`src/rtl/dasym_fir_pkg.sv`:
```
package dasym_fir_pkg;

  // Smallest power of two that is not below n.
  function automatic int pad_pow2(input int n);
    int p;
    p = 1;
    while (p < n) p = p * 2;
    return p;
  endfunction

  // Register stages of a binary adder tree over n leaves.
  function automatic int tree_depth(input int n);
    return $clog2(pad_pow2(n));
  endfunction

  // Accept-edge to output-valid distance: pre-add, lookup, plane stages plus tree.
  function automatic int pipe_latency(input int dw);
    return 3 + tree_depth(dw + 1);
  endfunction

endpackage

```
`src/rtl/dasym_fir_preadd.sv`:
```
module dasym_fir_preadd #(
  parameter int NTAPS = 16,
  parameter int DW    = 8,
  localparam int NPAIR = NTAPS / 2,
  localparam int PDW   = DW + 1
) (
  input  logic                   clk,
  input  logic                   rst_n,
  input  logic                   in_valid,
  input  logic [DW-1:0]          in_data,
  output logic                   pre_valid,
  output logic [NPAIR*PDW-1:0]   pre_word
);

  logic [DW-1:0]        tap_q [NTAPS];
  logic [DW-1:0]        tap_d [NTAPS];
  logic                 tap_vld_q;
  logic [NPAIR*PDW-1:0] pre_d;
  logic [NPAIR*PDW-1:0] pre_q;
  logic                 pre_vld_q;

  // Delay line next state: newest sample at index 0.
  always_comb begin
    tap_d[0] = in_data;
    for (int k = 1; k < NTAPS; k++) tap_d[k] = tap_q[k-1];
  end

  always_ff @(posedge clk or negedge rst_n) begin
    if (!rst_n) begin
      for (int k = 0; k < NTAPS; k++) tap_q[k] <= '0;
      tap_vld_q <= 1'b0;
    end else begin
      tap_vld_q <= in_valid;
      if (in_valid) tap_q <= tap_d;
    end
  end

  // Mirror-pair pre-addition: tap k and tap NTAPS-1-k share a coefficient.
  always_comb begin
    for (int k = 0; k < NPAIR; k++) begin
      pre_d[k*PDW +: PDW] = PDW'($signed(tap_q[k])) + PDW'($signed(tap_q[NTAPS-1-k]));
    end
  end

  always_ff @(posedge clk or negedge rst_n) begin
    if (!rst_n) begin
      pre_q     <= '0;
      pre_vld_q <= 1'b0;
    end else begin
      pre_vld_q <= tap_vld_q;
      if (tap_vld_q) pre_q <= pre_d;
    end
  end

  assign pre_valid = pre_vld_q;
  assign pre_word  = pre_q;

endmodule

```
`src/rtl/dasym_fir_lut.sv`:
```
module dasym_fir_lut #(
  parameter int PW = 4,
  parameter int CW = 10,
  parameter int NB = 9,
  parameter logic [PW*CW-1:0] COEF = '0,
  localparam int LW   = CW + $clog2(PW),
  localparam int NENT = 2 ** PW
) (
  input  logic               clk,
  input  logic               rst_n,
  input  logic               en,
  input  logic [NB*PW-1:0]   addr,
  output logic [NB*LW-1:0]   rd
);

  // Entry a holds the sum of the coefficients whose address bit is set.
  function automatic logic [LW-1:0] entry(input int a);
    logic [LW-1:0] acc;
    acc = '0;
    for (int i = 0; i < PW; i++) begin
      if (((a >> i) & 1) != 0) acc = acc + LW'($signed(COEF[i*CW +: CW]));
    end
    return acc;
  endfunction

  logic [LW-1:0]      tbl [NENT];
  logic [NB*LW-1:0]   rd_d;
  logic [NB*LW-1:0]   rd_q;

  for (genvar a = 0; a < NENT; a++) begin : g_ent
    localparam logic [LW-1:0] VAL = entry(a);
    assign tbl[a] = VAL;
  end

  // One read port per bit plane, all read in the same cycle.
  always_comb begin
    for (int b = 0; b < NB; b++) rd_d[b*LW +: LW] = tbl[addr[b*PW +: PW]];
  end

  always_ff @(posedge clk or negedge rst_n) begin
    if (!rst_n)  rd_q <= '0;
    else if (en) rd_q <= rd_d;
  end

  assign rd = rd_q;

endmodule

```
`src/rtl/dasym_fir_addtree.sv`:
```
module dasym_fir_addtree
  import dasym_fir_pkg::*;
#(
  parameter int NLEAF = 9,
  parameter int W     = 22,
  localparam int PAD  = pad_pow2(NLEAF),
  localparam int LVL  = $clog2(PAD)
) (
  input  logic               clk,
  input  logic               rst_n,
  input  logic               in_valid,
  input  logic [NLEAF*W-1:0] leaf_in,
  output logic               out_valid,
  output logic [W-1:0]       sum_out
);

  logic [W-1:0]   leaf   [PAD];
  logic [W-1:0]   node_q [PAD-1];
  logic [LVL-1:0] vld_d;
  logic [LVL-1:0] vld_q;

  for (genvar p = 0; p < PAD; p++) begin : g_leaf
    if (p < NLEAF) begin : g_real
      assign leaf[p] = leaf_in[p*W +: W];
    end else begin : g_zero
      assign leaf[p] = '0;
    end
  end

  always_comb begin
    vld_d[0] = in_valid;
    for (int s = 1; s < LVL; s++) vld_d[s] = vld_q[s-1];
  end

  always_ff @(posedge clk or negedge rst_n) begin
    if (!rst_n) vld_q <= '0;
    else        vld_q <= vld_d;
  end

  // Heap-indexed tree; every node of one depth loads in the same stage.
  for (genvar i = 0; i < PAD - 1; i++) begin : g_node
    localparam int DEP = $clog2(i + 2) - 1;
    localparam int STG = LVL - 1 - DEP;
    localparam int CL  = 2 * i + 1;
    localparam int CR  = 2 * i + 2;
    logic [W-1:0] op_l;
    logic [W-1:0] op_r;
    logic [W-1:0] sum_d;
    logic [W-1:0] sum_q;
    logic         ld_en;
    if (CL >= PAD - 1) begin : g_from_leaf
      assign op_l = leaf[CL-(PAD-1)];
      assign op_r = leaf[CR-(PAD-1)];
    end else begin : g_from_node
      assign op_l = node_q[CL];
      assign op_r = node_q[CR];
    end
    if (STG == 0) begin : g_en_in
      assign ld_en = in_valid;
    end else begin : g_en_stage
      assign ld_en = vld_q[STG-1];
    end
    always_comb sum_d = op_l + op_r;
    always_ff @(posedge clk or negedge rst_n) begin
      if (!rst_n)     sum_q <= '0;
      else if (ld_en) sum_q <= sum_d;
    end
    assign node_q[i] = sum_q;
  end

  assign out_valid = vld_q[LVL-1];
  assign sum_out   = node_q[0];

endmodule

```
`src/rtl/dasym_fir.sv`:
```
module dasym_fir
  import dasym_fir_pkg::*;
#(
  parameter int NTAPS = 16,
  parameter int DW    = 8,
  parameter int CW    = 10,
  parameter int PW    = 4,
  parameter logic [(NTAPS/2)*CW-1:0] COEFS = {10'sd190, 10'sd160, 10'sd110, 10'sd60,
                                              10'sd25,  10'sd0,   -10'sd8,  -10'sd3},
  localparam int NPAIR = NTAPS / 2,
  localparam int PDW   = DW + 1,
  localparam int NB    = PDW,
  localparam int NPART = NPAIR / PW,
  localparam int LW    = CW + $clog2(PW),
  localparam int OW    = PDW + CW + $clog2(NPAIR)
) (
  input  logic          clk,
  input  logic          rst_n,
  input  logic          in_valid,
  input  logic [DW-1:0] in_data,
  output logic          out_valid,
  output logic [OW-1:0] out_data
);

  // Asynchronous assert, synchronous release.
  logic [1:0] rst_pipe_q;
  logic       rst_sync_n;

  always_ff @(posedge clk or negedge rst_n) begin
    if (!rst_n) rst_pipe_q <= '0;
    else        rst_pipe_q <= {rst_pipe_q[0], 1'b1};
  end
  assign rst_sync_n = rst_pipe_q[1];

  // Stage 0/1: delay line and mirror-pair pre-add.
  logic                 pre_valid;
  logic [NPAIR*PDW-1:0] pre_word;

  dasym_fir_preadd #(.NTAPS(NTAPS), .DW(DW)) u_preadd (
    .clk       (clk),
    .rst_n     (rst_sync_n),
    .in_valid  (in_valid),
    .in_data   (in_data),
    .pre_valid (pre_valid),
    .pre_word  (pre_word)
  );

  // Stage 2: partitioned lookups, one address per bit plane per partition.
  logic [NB*PW-1:0] lut_addr [NPART];
  logic [NB*LW-1:0] lut_rd   [NPART];
  logic             lut_vld_q;

  always_comb begin
    for (int j = 0; j < NPART; j++) begin
      for (int b = 0; b < NB; b++) begin
        for (int i = 0; i < PW; i++) begin
          lut_addr[j][b*PW+i] = pre_word[(j*PW+i)*PDW + b];
        end
      end
    end
  end

  for (genvar j = 0; j < NPART; j++) begin : g_part
    dasym_fir_lut #(
      .PW   (PW),
      .CW   (CW),
      .NB   (NB),
      .COEF (COEFS[j*PW*CW +: PW*CW])
    ) u_lut (
      .clk   (clk),
      .rst_n (rst_sync_n),
      .en    (pre_valid),
      .addr  (lut_addr[j]),
      .rd    (lut_rd[j])
    );
  end

  // Stage 3: combine partitions, weight each plane, negate the sign plane.
  logic [NB*OW-1:0] plane_d;
  logic [NB*OW-1:0] plane_q;
  logic             plane_vld_q;
  logic [OW-1:0]    plane_acc;

  always_comb begin
    plane_acc = '0;
    for (int b = 0; b < NB; b++) begin
      plane_acc = '0;
      for (int j = 0; j < NPART; j++) begin
        plane_acc = plane_acc + OW'($signed(lut_rd[j][b*LW +: LW]));
      end
      plane_acc = plane_acc << b;
      plane_d[b*OW +: OW] = (b == NB - 1) ? (OW'(0) - plane_acc) : plane_acc;
    end
  end

  always_ff @(posedge clk or negedge rst_n) begin
    if (!rst_n) begin
      lut_vld_q   <= 1'b0;
      plane_vld_q <= 1'b0;
      plane_q     <= '0;
    end else begin
      lut_vld_q   <= pre_valid;
      plane_vld_q <= lut_vld_q;
      if (lut_vld_q) plane_q <= plane_d;
    end
  end

  // Stages 4..: pipelined tree over the weighted planes.
  dasym_fir_addtree #(.NLEAF(NB), .W(OW)) u_tree (
    .clk       (clk),
    .rst_n     (rst_sync_n),
    .in_valid  (plane_vld_q),
    .leaf_in   (plane_q),
    .out_valid (out_valid),
    .sum_out   (out_data)
  );

endmodule

```
`config.mk`:
```
export PLATFORM = sky130hd
export DESIGN_NAME = dasym_fir
export DESIGN_NICKNAME = d
export VERILOG_FILES = /design/src/rtl/dasym_fir_pkg.sv /design/src/rtl/dasym_fir_preadd.sv /design/src/rtl/dasym_fir_lut.sv /design/src/rtl/dasym_fir_addtree.sv /design/src/rtl/dasym_fir.sv
export SDC_FILE = /design/constraint.sdc
export NUM_CORES = 2
export LEC_CHECK = 0
export BUFFER_PORTS_ARGS = -buffer_cell sky130_fd_sc_hd__buf_2
export CORE_ASPECT_RATIO = 0.5
export CORE_MARGIN = 4
export CORE_UTILIZATION = 35
export DETAILED_ROUTE_END_ITERATION = 10
export PLACE_DENSITY = 0.6
export SYNTH_ARGS = -nofsm -noshare
export SYNTH_HDL_FRONTEND = slang
export SYNTH_HIERARCHICAL = 1
export SYNTH_SLANG_ARGS = --single-unit
```
`constraint.sdc`:
```
create_clock -name clk -period 18.3 [get_ports clk]
set_input_delay 2.745 -clock clk [delete_from_list [all_inputs] [get_ports clk]]
set_output_delay 2.745 -clock clk [all_outputs]
set_load 0.02 [all_outputs]
```
# Word-level counts from Yosys, hierarchy flattened
# Memory sizes are Yosys's and may differ from the RTL's. A register that Yosys moved wholly into a read port is not among the register bits.
# Cells that the tools add are included.
[word_totals] rom_bits=3456 output_inout_bits=23 inputBits=11 mem_count=18 reg_bits=622
[classes] reduce_logical=18 n_addsub=26 bitwise=18
[memory_table] memory="(no name shown)" depth=16 width=12 read_ports=1 rd_ports_with_merged_regs=1 write_ports=0 line_no="dasym_fir_lut.sv:37" source="for (int b = 0; b < NB; b++) rd_d[b*LW +: LW] = tbl[addr[b*PW +: PW]];"
[memory_table] memory="(no name shown)" depth=16 width=12 read_ports=1 rd_ports_with_merged_regs=1 write_ports=0 line_no="dasym_fir_lut.sv:37"
[memory_table] memory="(no name shown)" depth=16 width=12 read_ports=1 rd_ports_with_merged_regs=1 write_ports=0 line_no="dasym_fir_lut.sv:37"
[memory_table] memory="(no name shown)" depth=16 width=12 read_ports=1 rd_ports_with_merged_regs=1 write_ports=0 line_no="dasym_fir_lut.sv:37"
[memory_table] memory="(no name shown)" depth=16 width=12 read_ports=1 rd_ports_with_merged_regs=1 write_ports=0 line_no="dasym_fir_lut.sv:37"
[memory_table] memory="(no name shown)" depth=16 width=12 read_ports=1 rd_ports_with_merged_regs=1 write_ports=0 line_no="dasym_fir_lut.sv:37"
[memory_table] memory="12 more memories"
[op_table] operator="22-bit adder" count=8
[op_table] operator="12-bit by 12-bit adder with 13-bit output" count=9
[op_table] operator="4-bit inverter with 5-bit output" count=18
[op_table] operator="8-bit by 8-bit adder with 9-bit output" count=8
[op_table] operator="1-bit by 22-bit subtractor with 22-bit output (first input constant)" count=1
[op_table] operator="1-bit logical NOT" count=18

# Longest topological paths before layout
[depth] ltp_word=2 ltp_mapped=12 depth_no_buf=11

# Cells and area by module
# Netlist, hierarchy kept.
[modules_own_cells] mod="dasym_fir_addtree" n_inst=1 cells_per_inst=1834 area_per_inst_um2=17605.6
[modules_own_cells] mod="dasym_fir_preadd" n_inst=1 cells_per_inst=810 area_per_inst_um2=10163.5
[modules_own_cells] mod="dasym_fir" n_inst=1 cells_per_inst=909 area_per_inst_um2=9014.9
[modules_own_cells] mod="dasym_fir_lut at g_part[1].u_lut" n_inst=1 cells_per_inst=523 area_per_inst_um2=5033.6
[modules_own_cells] mod="dasym_fir_lut at g_part[0].u_lut" n_inst=1 cells_per_inst=250 area_per_inst_um2=3218.1

# Worst setup path after synthesis
# Ideal clock, no wire load.
[synth_timing] path_type="input -> register" from="input port in_valid" to="register u_preadd.tap_q (netlist bit u_preadd/tap_d[112])" setup_slack_ps=14648 path_stages=3 setup_ps=125 path_buffers=2 t_arrival_ps=3527 cell_sequence="clkbuf_1 -> buf_2 -> mux2_2"
[synth_lines] element="start: declaration" line_no="dasym_fir.sv:19" source="input logic in_valid,"
[synth_lines] element="end signal: assignment" line_no="dasym_fir_preadd.sv:34" source="if (in_valid) tap_q <= tap_d;"
[synth_lines] element="end: declaration" line_no="dasym_fir_preadd.sv:15" source="logic [DW-1:0] tap_q [NTAPS];"
# No word-level cell between the ends.

# Final worst setup path
[layout_timing] from="input port in_valid" to="register u_preadd.tap_q (netlist bit u_preadd/tap_d[56])"
# No word-level cell between the ends.

==> reports/metrics.cfg <==
[cells_and_area]
drive_above_1_share = 0.1580
num_antenna_cells = 0
area_delta_synth_final_pct = 9.020
nets = 4675

[routing]
route.detailed.drc = 0
drt_iter0_drc = 2015
vias = 31078
viasPerCell = 5.200
routed_wl_um = 103100
dr.pass1.iters = 6
ant_nets = 0
wire_per_inst_um = 17.25

[global_routing]
grt_max_degree = 165
grt_usage = 0.1521
grt_pass1_vias = 29948
antenna_found_initial = 2
overflow = 0
grt_pass1_wl_um = 165800

[place]
place_congestion = 0.8358
dp_hpwl_um = 76110
numPortBuffers = 33

[die]
pin_count = 34
die_h_um = 259.8
rows = 92
fp.dieW_um = 511.6
start_util = 0.3524
die-area_sq_um = 132900
fp.coreArea_sq_um = 125900

[clock_network]
hold_buffers = 0
path_clk_slew_ps = 60
clk_latency_ps = 660
cts_max_level = 3
cts_sinks = 696
ctsResizeCount = 0
cts_setup_buffers = 0
cts_tree = yes
root_buffer = clkbuf_16
clock_path_buffers = 3
cts_made_buffers = 75

[sta]
worst_slew_pin_slew_ps = 1047
slew_headroom = 0.3020
setup_tns_ps = 0
period_share = 0.2242
hold_viol_final = 0
finalClockSkew_ps = 24.72
post-route-min-period_ps = 4103
setup_violations = 0
rsz0062_at_grt = no
fmax_mhz = 243.7
finalMaxSlewViolations = 0

[setup_path]
crit_end = u_preadd/tap_d[56]
worst_path_max_delay_cell = buf_4
reg2reg_from = g_part[0].u_lut/rd[106]
r2r_cells = 9
cp_cell_sequence = buf_4 > buf_4 > mux2_2
critical_path_depth = 3
crit_fanout = 82
critPathLaunchType = input port
crit_required_ps = 18830
path_class = in2reg
critPathMaxStageDelay_ps = 880
crit_start = in_valid
path_buf_inv = 2
critical_path.top_delay_family = buffers and inverters
r2r-end = plane_q[195]
cpMostUsedCell = buf_4
rrSetupSlack_ps = 15100
arrival_ps = 4640
cp-end-kind = flip-flop

[logic_synthesis]
syn_inst = 4262
syn_area_per_cell_sq_um = 10.41
yosys_warnings = 6
syn-cell-area_sq_um = 44380

[job]
max_cap_violations = 0

[min_path]
worstHoldPathType = reg2reg
min_path_cells = 0

[run_status]
status = completed

## per-stage QoR
step                setup WS [ps]  utilization  cells  hold WS (ps)  instance area [sq um]
finish                      14200       0.3842   5976         347.2                  48380
CTS                         14260       0.3842   5976         350.1                  48380
floorplan                    1057            -   4329         331.2                  44630
global route                14120       0.3842   5976         355.0                  48380
global placement            13600       0.3630   5841         331.3                  45720
detailed placement          13540       0.3630   5841         335.8                  45720
## flip-flops by register name (all words and copies together), names as in the netlist
| register | count |
|---|---|
| lut_vld_q | 1 |
| u_tree/vld_q | 4 |
| u_preadd/tap_q | 8 |
| u_preadd/tap_d | 120 |
| rst_pipe_q | 2 |
| u_preadd/pre_word | 63 |
| u_preadd/pre_valid | 1 |
| plane_vld_q | 1 |
| plane_q | 118 |
| g_part.u_lut/rd | 135 |
| u_tree/g_node.op_r | 66 |
| u_tree/g_node.sum_q | 44 |
| u_tree/sum_out | 22 |
| u_tree/g_node.op_l | 110 |
| u_preadd/tap_vld_q | 1 |
## cell type report
cell class	instances	area (sq um)
fill	12220	77550
multi-input combinational	3215	25140
sequential	696	17440
clock buffer	104	2230
tap	1692	2117
inverter	187	701.9
clock inverter	31	431.7
timing repair buffer	51	317.8
## cell usage in the layout (no fill, tap or decap), types with 31 or more instances in the layout
cell	instances
a31oi_1	34
mux2i_1	46
clkbuf_16	78
o31ai_1	39
nor3_1	83
nand4_1	37
ha_1	414
a21o_1	108
nor2b_1	65
a21oi_1	280
o21a_1	54
mux2_4	43
nor3b_1	33
nand2_1	226
conb_1	70
nand3_1	51
a211oi_1	66
mux2_2	403
and3_1	36
xor2_1	53
nor2_1	268
inv_1	183
o21ai_0	182
buf_2	31
xnor2_1	179
dfrtp_1	689
## per-layer routing
metal  up-vias  global-route usage  routed length, um  share of wire
met5         -                   0                 14        0.00014
met4         4             0.03823               2297          0.022
met3       141             0.02284               3801          0.037
met2       511              0.2253              43220           0.42
met1     15115              0.2303              53780           0.52
li1      15307                   -                  -              -
## worst min path at each step
stage	startpoint	to	slack [ps]
6_report	rst_pipe_q[0]	rst_pipe_q[1]	350
5_1_grt	rst_pipe_q[0]	rst_pipe_q[1]	360
4_1_cts	rst_pipe_q[0]	rst_pipe_q[1]	350
3_5_place_dp	rst_pipe_q[0]	rst_pipe_q[1]	340
3_3_place_gp	rst_pipe_q[0]	rst_pipe_q[1]	330
2_1_floorplan	rst_pipe_q[0]	rst_pipe_q[1]	330
Power is left out: the tool's default activity adds up to more than one toggle a clock period on the data nets, which glitch-free logic cannot reach.
